`src/rtl/mixcol_pkg.sv`:
```
package mixcol_pkg;
    localparam int BYTE_W   = 8;
    localparam int NBYTES   = 4;
    localparam int COL_W    = BYTE_W * NBYTES;
    localparam logic [BYTE_W-1:0] RED_CONST = 8'h1B;
    typedef logic [BYTE_W-1:0] byte_t;
endpackage

```
`src/rtl/mixcol_xtime.sv`:
```
module mixcol_xtime
    import mixcol_pkg::*;
(
    input  byte_t a,
    output byte_t y
);
    // shift left, fold bit 7 back through the reduction constant
    always_comb begin
        y = {a[BYTE_W-2:0], 1'b0} ^ (RED_CONST & {BYTE_W{a[BYTE_W-1]}});
    end
endmodule

```
`src/rtl/mixcol_pre.sv`:
```
module mixcol_pre
    import mixcol_pkg::*;
(
    input  logic             inv_sel,
    input  logic [COL_W-1:0] col_in,
    output logic [COL_W-1:0] col_out
);
    localparam int NPAIRS = NBYTES / 2;

    byte_t b   [NBYTES];
    byte_t dlt [NPAIRS];

    for (genvar k = 0; k < NBYTES; k++) begin : g_split
        assign b[k] = col_in[COL_W-1-BYTE_W*k -: BYTE_W];
    end

    // one x04 term per pair of opposite bytes: two chained xtime cells
    for (genvar p = 0; p < NPAIRS; p++) begin : g_pair
        byte_t sum_p, x2_p;
        assign sum_p = b[p] ^ b[p+NPAIRS];
        mixcol_xtime u_x2 (.a(sum_p), .y(x2_p));
        mixcol_xtime u_x4 (.a(x2_p),  .y(dlt[p]));
    end

    for (genvar k = 0; k < NBYTES; k++) begin : g_join
        assign col_out[COL_W-1-BYTE_W*k -: BYTE_W] =
            b[k] ^ (dlt[k % NPAIRS] & {BYTE_W{inv_sel}});
    end
endmodule

```
`src/rtl/mixcol_fwd.sv`:
```
module mixcol_fwd
    import mixcol_pkg::*;
(
    input  logic [COL_W-1:0] col_in,
    output logic [COL_W-1:0] col_out
);
    byte_t b [NBYTES];

    for (genvar k = 0; k < NBYTES; k++) begin : g_split
        assign b[k] = col_in[COL_W-1-BYTE_W*k -: BYTE_W];
    end

    // 02*a_i ^ 03*a_{i+1} = 02*(a_i ^ a_{i+1}) ^ a_{i+1}
    for (genvar i = 0; i < NBYTES; i++) begin : g_row
        byte_t pair_i, dbl_i;
        assign pair_i = b[i] ^ b[(i+1) % NBYTES];
        mixcol_xtime u_dbl (.a(pair_i), .y(dbl_i));
        assign col_out[COL_W-1-BYTE_W*i -: BYTE_W] =
            dbl_i ^ b[(i+1) % NBYTES] ^ b[(i+2) % NBYTES] ^ b[(i+3) % NBYTES];
    end
endmodule

```
`src/rtl/mixcol_unit.sv`:
```
module mixcol_unit
    import mixcol_pkg::*;
(
    input  logic             inv_sel,
    input  logic [COL_W-1:0] col_in,
    output logic [COL_W-1:0] col_out
);
    logic [COL_W-1:0] pre_col;

    mixcol_pre u_pre (
        .inv_sel (inv_sel),
        .col_in  (col_in),
        .col_out (pre_col)
    );

    mixcol_fwd u_fwd (
        .col_in  (pre_col),
        .col_out (col_out)
    );
endmodule

```
`config.mk`:
```
export PLATFORM = sky130hd
export DESIGN_NAME = mixcol_unit
export DESIGN_NICKNAME = d
export VERILOG_FILES = /design/src/rtl/mixcol_pkg.sv /design/src/rtl/mixcol_xtime.sv /design/src/rtl/mixcol_pre.sv /design/src/rtl/mixcol_fwd.sv /design/src/rtl/mixcol_unit.sv
export SDC_FILE = /design/constraint.sdc
export NUM_CORES = 1
export LEC_CHECK = 0
export BUFFER_PORTS_ARGS = -buffer_cell sky130_fd_sc_hd__buf_2
export CAP_MARGIN = 20
export CORE_AREA = 5 5 96 53
export DETAILED_ROUTE_END_ITERATION = 6
export DIE_AREA = 0 0 101 58
export GPL_TIMING_DRIVEN = 0
export PLACE_DENSITY = 0.72
export SYNTH_ARGS = -nofsm -noshare
export SYNTH_HDL_FRONTEND = slang
export SYNTH_SLANG_ARGS = --single-unit
```
`constraint.sdc`:
```
create_clock -name vclk -period 2.93
set_input_delay 0.1465 -clock vclk [all_inputs]
set_output_delay 0.1465 -clock vclk [all_outputs]
set_load 0.05 [all_outputs]
```
==> flow_summary.yaml, run 1 <==
outcome:
  status: "finished, final reports clean"
hold_path:
  worstHoldStart: "col_in[8]"
  worstHoldPathType: "in2out"
  holdPathEnd: "col_out[16]"
  holdPathStages: 3
yosys:
  syn_nets: 209
  syn_inst: 176
  synth_compound_area_share_pct: 0
  syn_avg_cell_area_um2: 10.2
  synthMuxAreaShare_pct: 0
  synth_cell_types: 12
  yosys.area_share.simple_pct: 5.16
  synth_fa_ha_area_share_pct: 0
  synth_xor_area_share_pct: 94.4
  synth_top_family_by_area: "XOR/XNOR gates"
  yosysWarnings: 0
  syn_area_um2: 1800
  yosysSeqAreaShare_pct: 0
cells_and_area:
  area_growth_pct: 22.1
  fin_area_um2: 2190
  seq_area_um2: 0
  final_util_pct: 52.3
  fin_nets: 276
  num-clock-buffers: 0
  numSequentialCells: 0
  diodes: 0
  drive_gt1_share_pct: 33.2
detailed_routing:
  drtAntennaViolNets: 0
  drc: 0
  detail_route.iter0.violations: 86
  num_vias: 1291
  dr.pass1.iters: 4
  viasPerCell: 4.33
  wl_um: 4280
  wl_per_cell_um: 14.3
global_routing:
  grt_max_degree: 11
  antenna_found_initial: 0
  grtUsageTotal_pct: 14.7
  grt_pass1_vias: 1307
  grt-ovfl-total: 0
  grt_pass1_wl_um: 6810
timing:
  relSlewSlack_pct: 34.4
  tns_ns: 0
  holdWs_ns: 0.714
  max_freq_mhz: 362
  maxSlewViolCount: 0
  period_needed_ns: 2.76
  timing.final.crit_share_pct: 94.3
  tightest_slew_ns: 0.977
  setup_viol: 0
  rsz0062_at_grt: "no"
  final-hold-violation-count: 0
worst_setup_path:
  start_kind: "primary input"
  critPathRequiredTime_ns: 2.78
  crit_type: "in2out"
  crit_arrival_ns: 2.62
  worstSetupEndpointType: "output pin"
  crit_fanout: 4
floorplan:
  core_area_um2: 4190
  start_util_pct: 42.8
  die_h_um: 58
  io_pins: 65
  die_area_um2: 5860
  die_w_um: 101
  num_rows: 17
place:
  place_area_um2: 2190
  port_buffers: 65
  gp_congestion: 0.821
  post-dp-hpwl_um: 3820
clock_network:
  cts_hold_buf: 0
  postCtsSetupBuffers: 0
  cts_resized: 0
flow_run:
  drv_cap: 0
## cells in the mapped netlist
cell      instances  share of area (%)
buf_2             1               0.28
clkbuf_1          1               0.21
nand2_1          16                3.3
nand2_2           3                1.0
nand2b_4          1               0.77
xnor2_1          82                 40
xnor2_2           4                3.6
xnor3_1          15                 19
xor2_1           45                 22
xor2_2            3                2.7
xor2_4            3                4.6
xor3_1            2                2.6
## cell type report
class / instances / area (um^2)
repair buffers: 65 / 325
plain buffers: 2 / 8.76
well taps: 57 / 71.3
fillers: 411 / 2000
multi-input cells: 174 / 1790
## worst max path at each step
stage / from / to / slack [ns] / cells past startpoint
global route: col_in[5] / col_out[4] / 0.05 / 8
CTS: col_in[5] / col_out[4] / 0.22 / 8
finish: col_in[5] / col_out[4] / 0.17 / 8
global placement: col_in[5] / col_out[4] / 0.19 / 8
floorplan: col_in[31] / col_out[20] / 0.28 / 6
detailed placement: col_in[5] / col_out[4] / 0.24 / 8
## per-stage QoR
step,setup WS (ns),instances
after global routing,0.0522,298
after floorplan,0.280,176
after CTS,0.217,298
after detailed placement,0.237,298
after global placement,0.187,298
final,0.166,298
## metal layers
metal,wire (um),vias up,GRT usage (%)
met5,0,-,0
li1,-,676,-
met2,1490,58,18.4
met1,2320,557,26.5
met3,470,0,1.56
met4,0,0,0
## cell usage in the layout (no fill, tap or decap), drive strengths merged
| cell | synthesis | final |
|---|---|---|
| clkbuf | 1 | 1 |
| nand2b | 1 | 1 |
| xor3 | 2 | 2 |
| buf | 1 | 66 |
| nand2 | 19 | 19 |
| xnor2 | 86 | 86 |
| xor2 | 51 | 51 |
| xnor3 | 15 | 15 |
## cells by family after synthesis
group | Yosys count
xor+xnor | 154
simple gates | 20
buf+inv | 2
## critical path, cell delays in order
cell and delay [ns]:
buf_2 0.11, xor2_1 0.36, nand2_1 0.17, xor2_1 0.50, xnor2_1 0.32, xnor2_1 0.38
xnor3_1 0.39, buf_2 0.22
Power of run 1 is left out: the tool's default activity adds up to more than one toggle a clock period on the data nets, which glitch-free logic cannot reach.
==> run 2, diff against run 1 <==
Settings changed: CORE_AREA 5 5 96 53 to 5 5 94 52, DIE_AREA 0 0 101 58 to 0 0 99 57, PLACE_DENSITY 0.72 to 0.75.
==> run 2 against run 1 <==
Against the previous run:
- utilization is 1.3 points higher
- worst setup slack better by 0.082 ns
- final cell count stayed put
- maximum frequency is 3.1% higher
- die area is 3.7% lower
- routed wire length is 0.68% lower
- flip-flop and latch count stayed put
- clock-buffer cell count stayed put
- non-clock buffer count stayed put
- cell area is 0.34% higher
- largest cell class unchanged
- highest routed layer unchanged
==> flow_summary.yaml, run 2 (synthesized netlist as in run 1, its figures left out) <==
detailed_routing:
  drtAntennaViolNets: 0
  num_vias: 1309
  drc: 0
  detail_route.iter0.violations: 57
  dr.pass1.iters: 4
  viasPerCell: 4.39
  wl_per_cell_um: 14.2
  wl_um: 4250
worst_setup_path:
  max_stage_delay_ns: 0.68
  cp_common_cell: "xor2_1"
  crit_type: "in2out"
  cp_cell_sequence: "buf_2, xor2_1, nand2_1, xor2_1, xnor2_1, xor2_1, xnor3_1, buf_2"
  worstSetupEndpointType: "output pin"
  crit_path_end: "col_out[28]"
  cp_slowest_cell: "xnor2_1"
  start_kind: "primary input"
  crit_arrival_ns: 2.54
  cpLargestDelayFamily: "XOR/XNOR gates"
  path_buf_inv: 2
  critPathRequiredTime_ns: 2.78
  crit_cells: 8
  crit_fanout: 5
  critPathLaunch: "col_in[5]"
floorplan:
  start_util_pct: 43.7
  num_rows: 17
  die_h_um: 57
  die_area_um2: 5640
  die_w_um: 99
  io_pins: 65
  core_area_um2: 4110
cells_and_area:
  area_growth_pct: 22.5
  fin_nets: 276
  num-clock-buffers: 0
  drive_gt1_share_pct: 33.6
  final_common_cell: "xnor2_1"
  seq_area_um2: 0
  diodes: 0
  numSequentialCells: 0
  final_cell_mix: "82 x xnor2_1, 66 x buf_2, 44 x xor2_1, 16 x nand2_1, 15 x xnor3_1"
timing:
  rsz0062_at_grt: "no"
  tns_ns: 0
  fin_ws_ns: 0.248
  final-hold-violation-count: 0
  tightest_slew_ns: 0.845
  timing.final.crit_share_pct: 91.5
  max_freq_mhz: 373
  period_needed_ns: 2.68
  setup_viol: 0
  maxSlewViolCount: 0
  relSlewSlack_pct: 43.2
global_routing:
  grt_max_degree: 11
  use_met2_pct: 20.6
  grt_pass1_vias: 1348
  grt-ovfl-total: 0
  grtUsageMet1_pct: 25.9
  grt_pass1_wl_um: 6930
  grtUsageTotal_pct: 14.9
  grt_util_met3_pct: 1.10
  top_usage_layer: "met1"
  antenna_found_initial: 0
outcome:
  status: "finished, final reports clean"
hold_path:
  holdPathStages: 3
  worstHoldPathType: "in2out"
clock_network:
  postCtsSetupBuffers: 0
  cts_resized: 0
  cts_hold_buf: 0
place:
  post-dp-hpwl_um: 3760
  port_buffers: 65
  gp_congestion: 0.823
  dp_worst_setup_slack_ns: 0.130
flow_run:
  drv_cap: 0
==> run 2: cell counts in the layout (fill, tap and decap cells not counted) <==
No cell type changed its count.
==> run 2: final cells by class <==
cell class         instances  area [um^2]
plain buffers              2         8.76
fillers                  398         1910
multi-input cells        174         1790
well taps                 57         71.3
repair buffers            65          325
==> run 2: worst min path at each step <==
stage,startpoint,to,slack [ns]
after global routing,col_in[8],col_out[16],0.76
after global placement,col_in[8],col_out[16],0.72
after floorplan,col_in[8],col_out[16],0.60
after detailed placement,col_in[8],col_out[16],0.72
final,col_in[8],col_out[16],0.72
after CTS,col_in[8],col_out[16],0.72
==> run 2: stage by stage <==
step	cell area (um^2)	instances	util, %	hold slack (ns)
floorplan	1800	176	-	0.598
global route	2200	298	53.6	0.764
global placement	2190	298	53.4	0.717
detailed placement	2190	298	53.4	0.719
CTS	2190	298	53.4	0.723
finish	2200	298	53.6	0.715
==> run 2: routing by layer <==
layer	part of all wire [%]	up-vias
met3	5.0	0
met1	57	596
met2	37	41
met4	0	0
met5	0	-
li1	-	672
==> run 2: tightest hold or removal path: stages <==
cell,delay [ns]
buf_2,0.14
xnor2_1,0.08
buf_2,0.20
Power of run 2 is left out for the same reason.
